File: config.mk
export PLATFORM = sky130hd
export DESIGN_NAME = keyset_diff
export DESIGN_NICKNAME = d
export VERILOG_FILES = /design/src/rtl/keyset_pkg.sv /design/src/rtl/keyset_prep.sv /design/src/rtl/keyset_member.sv /design/src/rtl/keyset_diff.sv
export SDC_FILE = /design/constraint.sdc
export NUM_CORES = 1
export LEC_CHECK = 0
export BUFFER_PORTS_ARGS = -buffer_cell sky130_fd_sc_hd__buf_2
export CORE_MARGIN = 4
export CORE_UTILIZATION = 60
export DETAILED_ROUTE_END_ITERATION = 6
export MAX_ROUTING_LAYER = met4
export PLACE_DENSITY = 0.79
export SLEW_MARGIN = 15
export SYNTH_ARGS = -nofsm -noshare
export SYNTH_HDL_FRONTEND = slang
export SYNTH_SLANG_ARGS = --single-unit
export TNS_END_PERCENT = 5
File: constraint.sdc
create_clock -name clk -period 8.1 [get_ports clk]
set_input_delay 0.405 -clock clk [delete_from_list [all_inputs] [get_ports clk]]
set_output_delay 0.405 -clock clk [all_outputs]
set_load 0.01 [all_outputs]
File: src/rtl/keyset_pkg.sv
package keyset_pkg;
  typedef enum logic [1:0] {
    PH_IDLE = 2'd0,
    PH_REL  = 2'd1,
    PH_PRS  = 2'd2,
    PH_SYNC = 2'd3
  } phase_t;
endpackage

File: src/rtl/keyset_prep.sv
// Function-key removal, compaction, layer offset and ghost test for one snapshot.
module keyset_prep #(
  parameter int SLOTS = 8,
  parameter int ROW_W = 4,
  parameter int COL_W = 3,
  localparam int KEY_W = ROW_W + COL_W,
  localparam int EV_W  = KEY_W + 1,
  localparam int CNT_W = $clog2(SLOTS + 1),
  localparam int IDX_W = $clog2(SLOTS)
) (
  input  logic                   layer_en,
  input  logic                   ghost_en,
  input  logic [KEY_W-1:0]       fn_code,
  input  logic [SLOTS-1:0]       mask,
  input  logic [SLOTS*KEY_W-1:0] codes,
  output logic [EV_W-1:0]        list_o [SLOTS],
  output logic [CNT_W-1:0]       cnt_o,
  output logic                   ghost_o
);
  logic [KEY_W-1:0] raw [SLOTS];
  logic [SLOTS-1:0] keep;
  logic             fn_hit;
  logic [CNT_W-1:0] pos;
  logic             row_hit, col_hit;

  for (genvar g = 0; g < SLOTS; g++) begin : g_unpack
    assign raw[g] = codes[g*KEY_W +: KEY_W];
  end

  // swallow the function key and note its presence
  always_comb begin
    keep   = '0;
    fn_hit = 1'b0;
    for (int i = 0; i < SLOTS; i++) begin
      if (mask[i]) begin
        if (layer_en && raw[i] == fn_code) fn_hit = 1'b1;
        else                               keep[i] = 1'b1;
      end
    end
  end

  // compaction in slot order; layer offset equals the matrix key count (MSB)
  always_comb begin
    pos = '0;
    for (int i = 0; i < SLOTS; i++) list_o[i] = '0;
    for (int i = 0; i < SLOTS; i++) begin
      if (keep[i]) begin
        list_o[pos[IDX_W-1:0]] = {fn_hit, raw[i]};
        pos = pos + 1'b1;
      end
    end
  end

  // any row-sharing pair together with any column-sharing pair
  always_comb begin
    row_hit = 1'b0;
    col_hit = 1'b0;
    for (int i = 0; i < SLOTS; i++) begin
      for (int j = i + 1; j < SLOTS; j++) begin
        if (keep[i] && keep[j]) begin
          if (raw[i][KEY_W-1:COL_W] == raw[j][KEY_W-1:COL_W]) row_hit = 1'b1;
          if (raw[i][COL_W-1:0] == raw[j][COL_W-1:0])         col_hit = 1'b1;
        end
      end
    end
  end

  assign cnt_o   = pos;
  assign ghost_o = ghost_en && (pos >= CNT_W'(3)) && row_hit && col_hit;
endmodule

File: src/rtl/keyset_member.sv
// Tells whether a probe code is present among the first cnt entries of a set.
module keyset_member #(
  parameter int SLOTS = 8,
  parameter int EV_W  = 8,
  localparam int CNT_W = $clog2(SLOTS + 1)
) (
  input  logic [EV_W-1:0]  probe,
  input  logic [EV_W-1:0]  set_i [SLOTS],
  input  logic [CNT_W-1:0] cnt,
  output logic             hit
);
  always_comb begin
    hit = 1'b0;
    for (int i = 0; i < SLOTS; i++) begin
      if (CNT_W'(i) < cnt && set_i[i] == probe) hit = 1'b1;
    end
  end
endmodule

File: src/rtl/keyset_diff.sv
module keyset_diff #(
  parameter int SLOTS = 8,
  parameter int ROW_W = 4,
  parameter int COL_W = 3,
  localparam int KEY_W = ROW_W + COL_W,
  localparam int EV_W  = KEY_W + 1,
  localparam int CNT_W = $clog2(SLOTS + 1),
  localparam int IDX_W = $clog2(SLOTS)
) (
  input  logic                   clk,
  input  logic                   rst,
  input  logic                   cfg_ghost_en,
  input  logic                   cfg_layer_en,
  input  logic [KEY_W-1:0]       cfg_fn_code,
  input  logic                   snap_valid,
  output logic                   snap_ready,
  input  logic                   snap_all_up,
  input  logic [SLOTS-1:0]       snap_mask,
  input  logic [SLOTS*KEY_W-1:0] snap_codes,
  output logic                   ev_valid,
  input  logic                   ev_ready,
  output logic [EV_W-1:0]        ev_code,
  output logic                   ev_press,
  output logic                   ev_sync
);
  import keyset_pkg::*;

  phase_t           phase;
  logic [CNT_W-1:0] idx;
  logic [EV_W-1:0]  held [SLOTS];
  logic [CNT_W-1:0] held_cnt;
  logic [EV_W-1:0]  nxt [SLOTS];
  logic [CNT_W-1:0] nxt_cnt;

  logic [EV_W-1:0]  prep_list [SLOTS];
  logic [CNT_W-1:0] prep_cnt;
  logic             prep_ghost;
  logic             in_new;
  logic             slot_free;

  keyset_prep #(.SLOTS(SLOTS), .ROW_W(ROW_W), .COL_W(COL_W)) u_prep (
    .layer_en (cfg_layer_en),
    .ghost_en (cfg_ghost_en),
    .fn_code  (cfg_fn_code),
    .mask     (snap_mask),
    .codes    (snap_codes),
    .list_o   (prep_list),
    .cnt_o    (prep_cnt),
    .ghost_o  (prep_ghost)
  );

  keyset_member #(.SLOTS(SLOTS), .EV_W(EV_W)) u_member (
    .probe (held[idx[IDX_W-1:0]]),
    .set_i (nxt),
    .cnt   (nxt_cnt),
    .hit   (in_new)
  );

  assign slot_free  = !ev_valid || ev_ready;
  assign snap_ready = (phase == PH_IDLE) && !ev_valid;

  // set storage: plain register arrays, no reset (only counts are reset)
  always_ff @(posedge clk) begin
    if (phase == PH_IDLE && snap_ready && snap_valid) nxt <= prep_list;
    if (phase == PH_SYNC && slot_free)                held <= nxt;
  end

  always_ff @(posedge clk) begin
    if (rst) begin
      phase    <= PH_IDLE;
      idx      <= '0;
      held_cnt <= '0;
      nxt_cnt  <= '0;
      ev_valid <= 1'b0;
      ev_code  <= '0;
      ev_press <= 1'b0;
      ev_sync  <= 1'b0;
    end else begin
      if (ev_valid && ev_ready) ev_valid <= 1'b0;
      unique case (phase)
        PH_IDLE: begin
          if (snap_ready && snap_valid && (snap_all_up || !prep_ghost)) begin
            nxt_cnt <= snap_all_up ? '0 : prep_cnt;
            idx     <= '0;
            phase   <= PH_REL;
          end
        end
        PH_REL: begin
          if (slot_free) begin
            if (idx >= held_cnt) begin
              idx   <= '0;
              phase <= PH_PRS;
            end else begin
              if (!in_new) begin
                ev_valid <= 1'b1;
                ev_code  <= held[idx[IDX_W-1:0]];
                ev_press <= 1'b0;
                ev_sync  <= 1'b0;
              end
              idx <= idx + 1'b1;
            end
          end
        end
        PH_PRS: begin
          if (slot_free) begin
            if (idx >= nxt_cnt) begin
              phase <= PH_SYNC;
            end else begin
              ev_valid <= 1'b1;
              ev_code  <= nxt[idx[IDX_W-1:0]];
              ev_press <= 1'b1;
              ev_sync  <= 1'b0;
              idx      <= idx + 1'b1;
            end
          end
        end
        PH_SYNC: begin
          if (slot_free) begin
            ev_valid <= 1'b1;
            ev_code  <= '0;
            ev_press <= 1'b0;
            ev_sync  <= 1'b1;
            held_cnt <= nxt_cnt;
            phase    <= PH_IDLE;
          end
        end
        default: phase <= PH_IDLE;
      endcase
    end
  end
endmodule

==> impl_metrics.tcl <==
set metrics [dict create \
    synth_common_cells "xnor2_1 (188), xor2_1 (132), edfxtp_1 (128), o21ai_0 (104), nand2_1 (98)" \
    cts_buffers 17 \
    netlist.area_leader.share_pct 26.8 \
    drt_wl_total_um 44600 \
    coreArea_um2 23500 \
    gp_congestion 1.01 \
    r2r-end "ev_code[7]$_SDFFE_PP0P_" \
    clock-root-buffer "clkbuf_16" \
    dp_slack_ns 0.809 \
    antenna_found_initial 0 \
    drc 2 \
    syn_to_final_growth_pct 6.88 \
    synth.area.top_cells "edfxtp_1 (27%), xnor2_1 (11%), xor2_1 (8.1%), mux2i_1 (5.2%), mux4_2 (5.0%)" \
    synth_largest_area_cell "edfxtp_1" \
    yosysSeqAreaShare_pct 30.3 \
    cts_resized 0 \
    grt_pass1_wl_um 68800 \
    relSlewSlack_pct 18.3 \
    timing.rr.start "idx[0]$_SDFFE_PP0P_" \
    total_power_mw 3.44 \
    worst_pin_slew_ns 1.22 \
    layout_min_cycle_time_ns 6.99 \
    multi_input_area_um2 9160 \
    arrival_ns 7.35 \
    violations "design-rule violations" \
    final-setup-viol-count 0 \
    postCtsHoldBufs 0 \
    path_clk_slew_ns 0.07 \
    antenna_cells 0 \
    synth.most_common_cell "xnor2_1" \
    fin_util_pct 65.2 \
    synth-edff-count 128 \
    cts.path.max_buffers 2 \
    synth_fp_nets 1660 \
    first_iter_violations 1446 \
    critPathRequiredTime_ns 8.46 \
    regArea_um2 4350 \
    avgRoutedWirePerCell_um 23.9 \
    drtAntennaViolNets 0 \
    cts_tree "built" \
    critical_path_class "input port to register" \
    ir_worst_vdd_mv 0.194 \
    hold_viol_final 0 \
    grt_usage_pct 34.3 \
    start_util_pct 61.0 \
    startpoint_type "input port" \
    die_x_um 163 \
    drive_above_1_share_pct 14.8 \
    num_rows 56 \
    syn_area_um2 14300 \
    grt_pass1_vias 12100 \
    port-buffer-count 89 \
    die_y_um 163 \
    regToRegSetupSlack_ns 3.21 \
    timing.fmax_ghz 0.143 \
    syn_inst 1560 \
    vias_per_cell 6.66 \
    synth-seq-cells 153 \
    cp.depth 31 \
    maxCapViolCount 0 \
    cp-end-kind "register" \
    place_hpwl_um 32600 \
    grt_max_degree 72 \
    vias 12400 \
    yosys_warnings 0 \
    cp_slowest_cell "fa_1" \
    nets 1630 \
    finClkSkew_ns 0.00753 \
    synthArstFlopShare_pct 0 \
    rsz0062_at_grt "no" \
    slowest_delay_ns 0.91 \
    r2r_cells 11 \
    htreeDepth 4 \
    clk_latency_ns 0.43 \
    gr-total-overflow 0 \
    syn_area_per_cell_um2 9.18 \
    endpoint "idx[3]$_SDFFE_PP0P_" \
    fin_ws_ns 1.11 \
    post-route-period-util_pct 86.3 \
    clock_sinks 153 \
    ys_types 85 \
    final.fill_count 1896 \
    powerDensity_nw_per_um2 225 \
    status "finished, violations left" \
    p_leak_nw 5.20 \
    critical_path_buf_inv_count 7 \
    synth_flop_cell "edfxtp_1" \
    maxSlewViolCount 0 \
    hold_path_class "input port to register" \
    io_pins 90 \
    path_delay_family "adder cells" \
    cpMostUsedCell "ha_1" \
    dieArea_um2 26400 \
    critPathLaunch "snap_codes[15]" \
    tns_ns 0 \
    post_cts_buffers 0 \
    cp_max_fo 14 \
    drtPass1Iterations 7 \
]
==> worst register-to-register path: stages (launching register included) <==
cell	delay, ns
dfxtp_2	0.39
buf_4	0.44
mux4_2	0.60
mux2i_1	0.85
xnor2_1	0.24
nor4_1	0.48
o211ai_1	0.16
nand3_1	0.15
a21oi_1	0.12
o21ai_1	0.93
mux2i_1	0.32
nor2_1	0.07
==> layout by cell type (no fill, tap or decap), types with 11 or more instances in the layout <==
master,synthesis,final
nand3_1,31,31
nor2_1,97,97
a211oi_1,17,17
o211ai_1,11,11
xnor2_1,188,188
inv_1,30,29
a21oi_1,62,62
nand2_1,98,98
xor2_1,132,132
buf_2,35,89
a221oi_1,22,22
o22ai_1,19,19
nor4_1,38,35
nor3_1,42,41
nand4_1,48,48
ha_1,21,21
mux2i_1,74,73
dfxtp_1,25,24
o21ai_0,104,103
a22oi_1,11,11
edfxtp_1,128,128
clkbuf_16,0,17
mux4_2,32,32
a32oi_1,24,24
buf_4,0,25
==> cell type report <==
cell class	instances	share of cell area, %
clock buffer	17	2.78
clock inverter	15	1.29
inverter	38	0.948
multi-input combinational	1206	59.9
sequential	153	28.4
tap	319	2.61
timing repair buffer	114	4.14
==> flip-flops by register name, indices dropped and copies added, names as in the netlist <==
register  count
nxt          64
ev_press      1
ev_code       8
held         64
held_cnt      4
idx           4
nxt_cnt       4
ev_valid      1
phase         2
ev_sync       1
==> power breakdown <==
part | switching (mW) | total, mW | internal (mW)
clock network | 0.343 | 0.815 | 0.472
registers | 0.172 | 1.29 | 1.12
logic | 0.824 | 1.34 | 0.511
==> cell families (layout without fill, tap and decap cells) <==
| logic type | after synthesis | after routing | synth area share, % |
|---|---|---|---|
| compound gates | 333 | 333 | 15.6 |
| xor+xnor | 332 | 332 | 21.1 |
| fa+ha+maj | 22 | 22 | 1.97 |
| buf+inv | 201 | 184 | 6.01 |
| flops | 153 | 153 | 30.3 |
| mux | 109 | 109 | 10.5 |
| simple gates | 410 | 410 | 14.4 |
==> worst min-delay path by stage <==
stage | from | to | slack, ns | cells past startpoint
finish | snap_all_up | nxt_cnt[0]$_SDFFE_PP0P_ | 0.29 | 3
global route | snap_all_up | nxt_cnt[0]$_SDFFE_PP0P_ | 0.32 | 3
CTS | snap_all_up | nxt_cnt[0]$_SDFFE_PP0P_ | 0.28 | 3
detailed placement | held_cnt[0]$_SDFFE_PP0P_ | held_cnt[0]$_SDFFE_PP0P_ | 0.46 | 2
global placement | held_cnt[0]$_SDFFE_PP0P_ | held_cnt[0]$_SDFFE_PP0P_ | 0.45 | 2
floorplan | held_cnt[0]$_SDFFE_PP0P_ | held_cnt[0]$_SDFFE_PP0P_ | 0.44 | 2
==> stage by stage <==
stage	std cells	area (µm²)	hold WS, ns
floorplan	1560	14300	0.440
detailed placement	1830	14700	0.461
global placement	1830	14700	0.450
CTS	1862	15300	0.278
global route	1862	15300	0.319
finish	1862	15300	0.294
==> metal layers <==
metal	wire, µm	part of all wire (%)	track usage, %
met1	17300	39	43.0
met2	20800	47	54.3
met3	3730	8.4	4.23
met4	2680	6.0	19.2
met5	0	0	-
No activity file was read; power rests on OpenSTA's default activity.
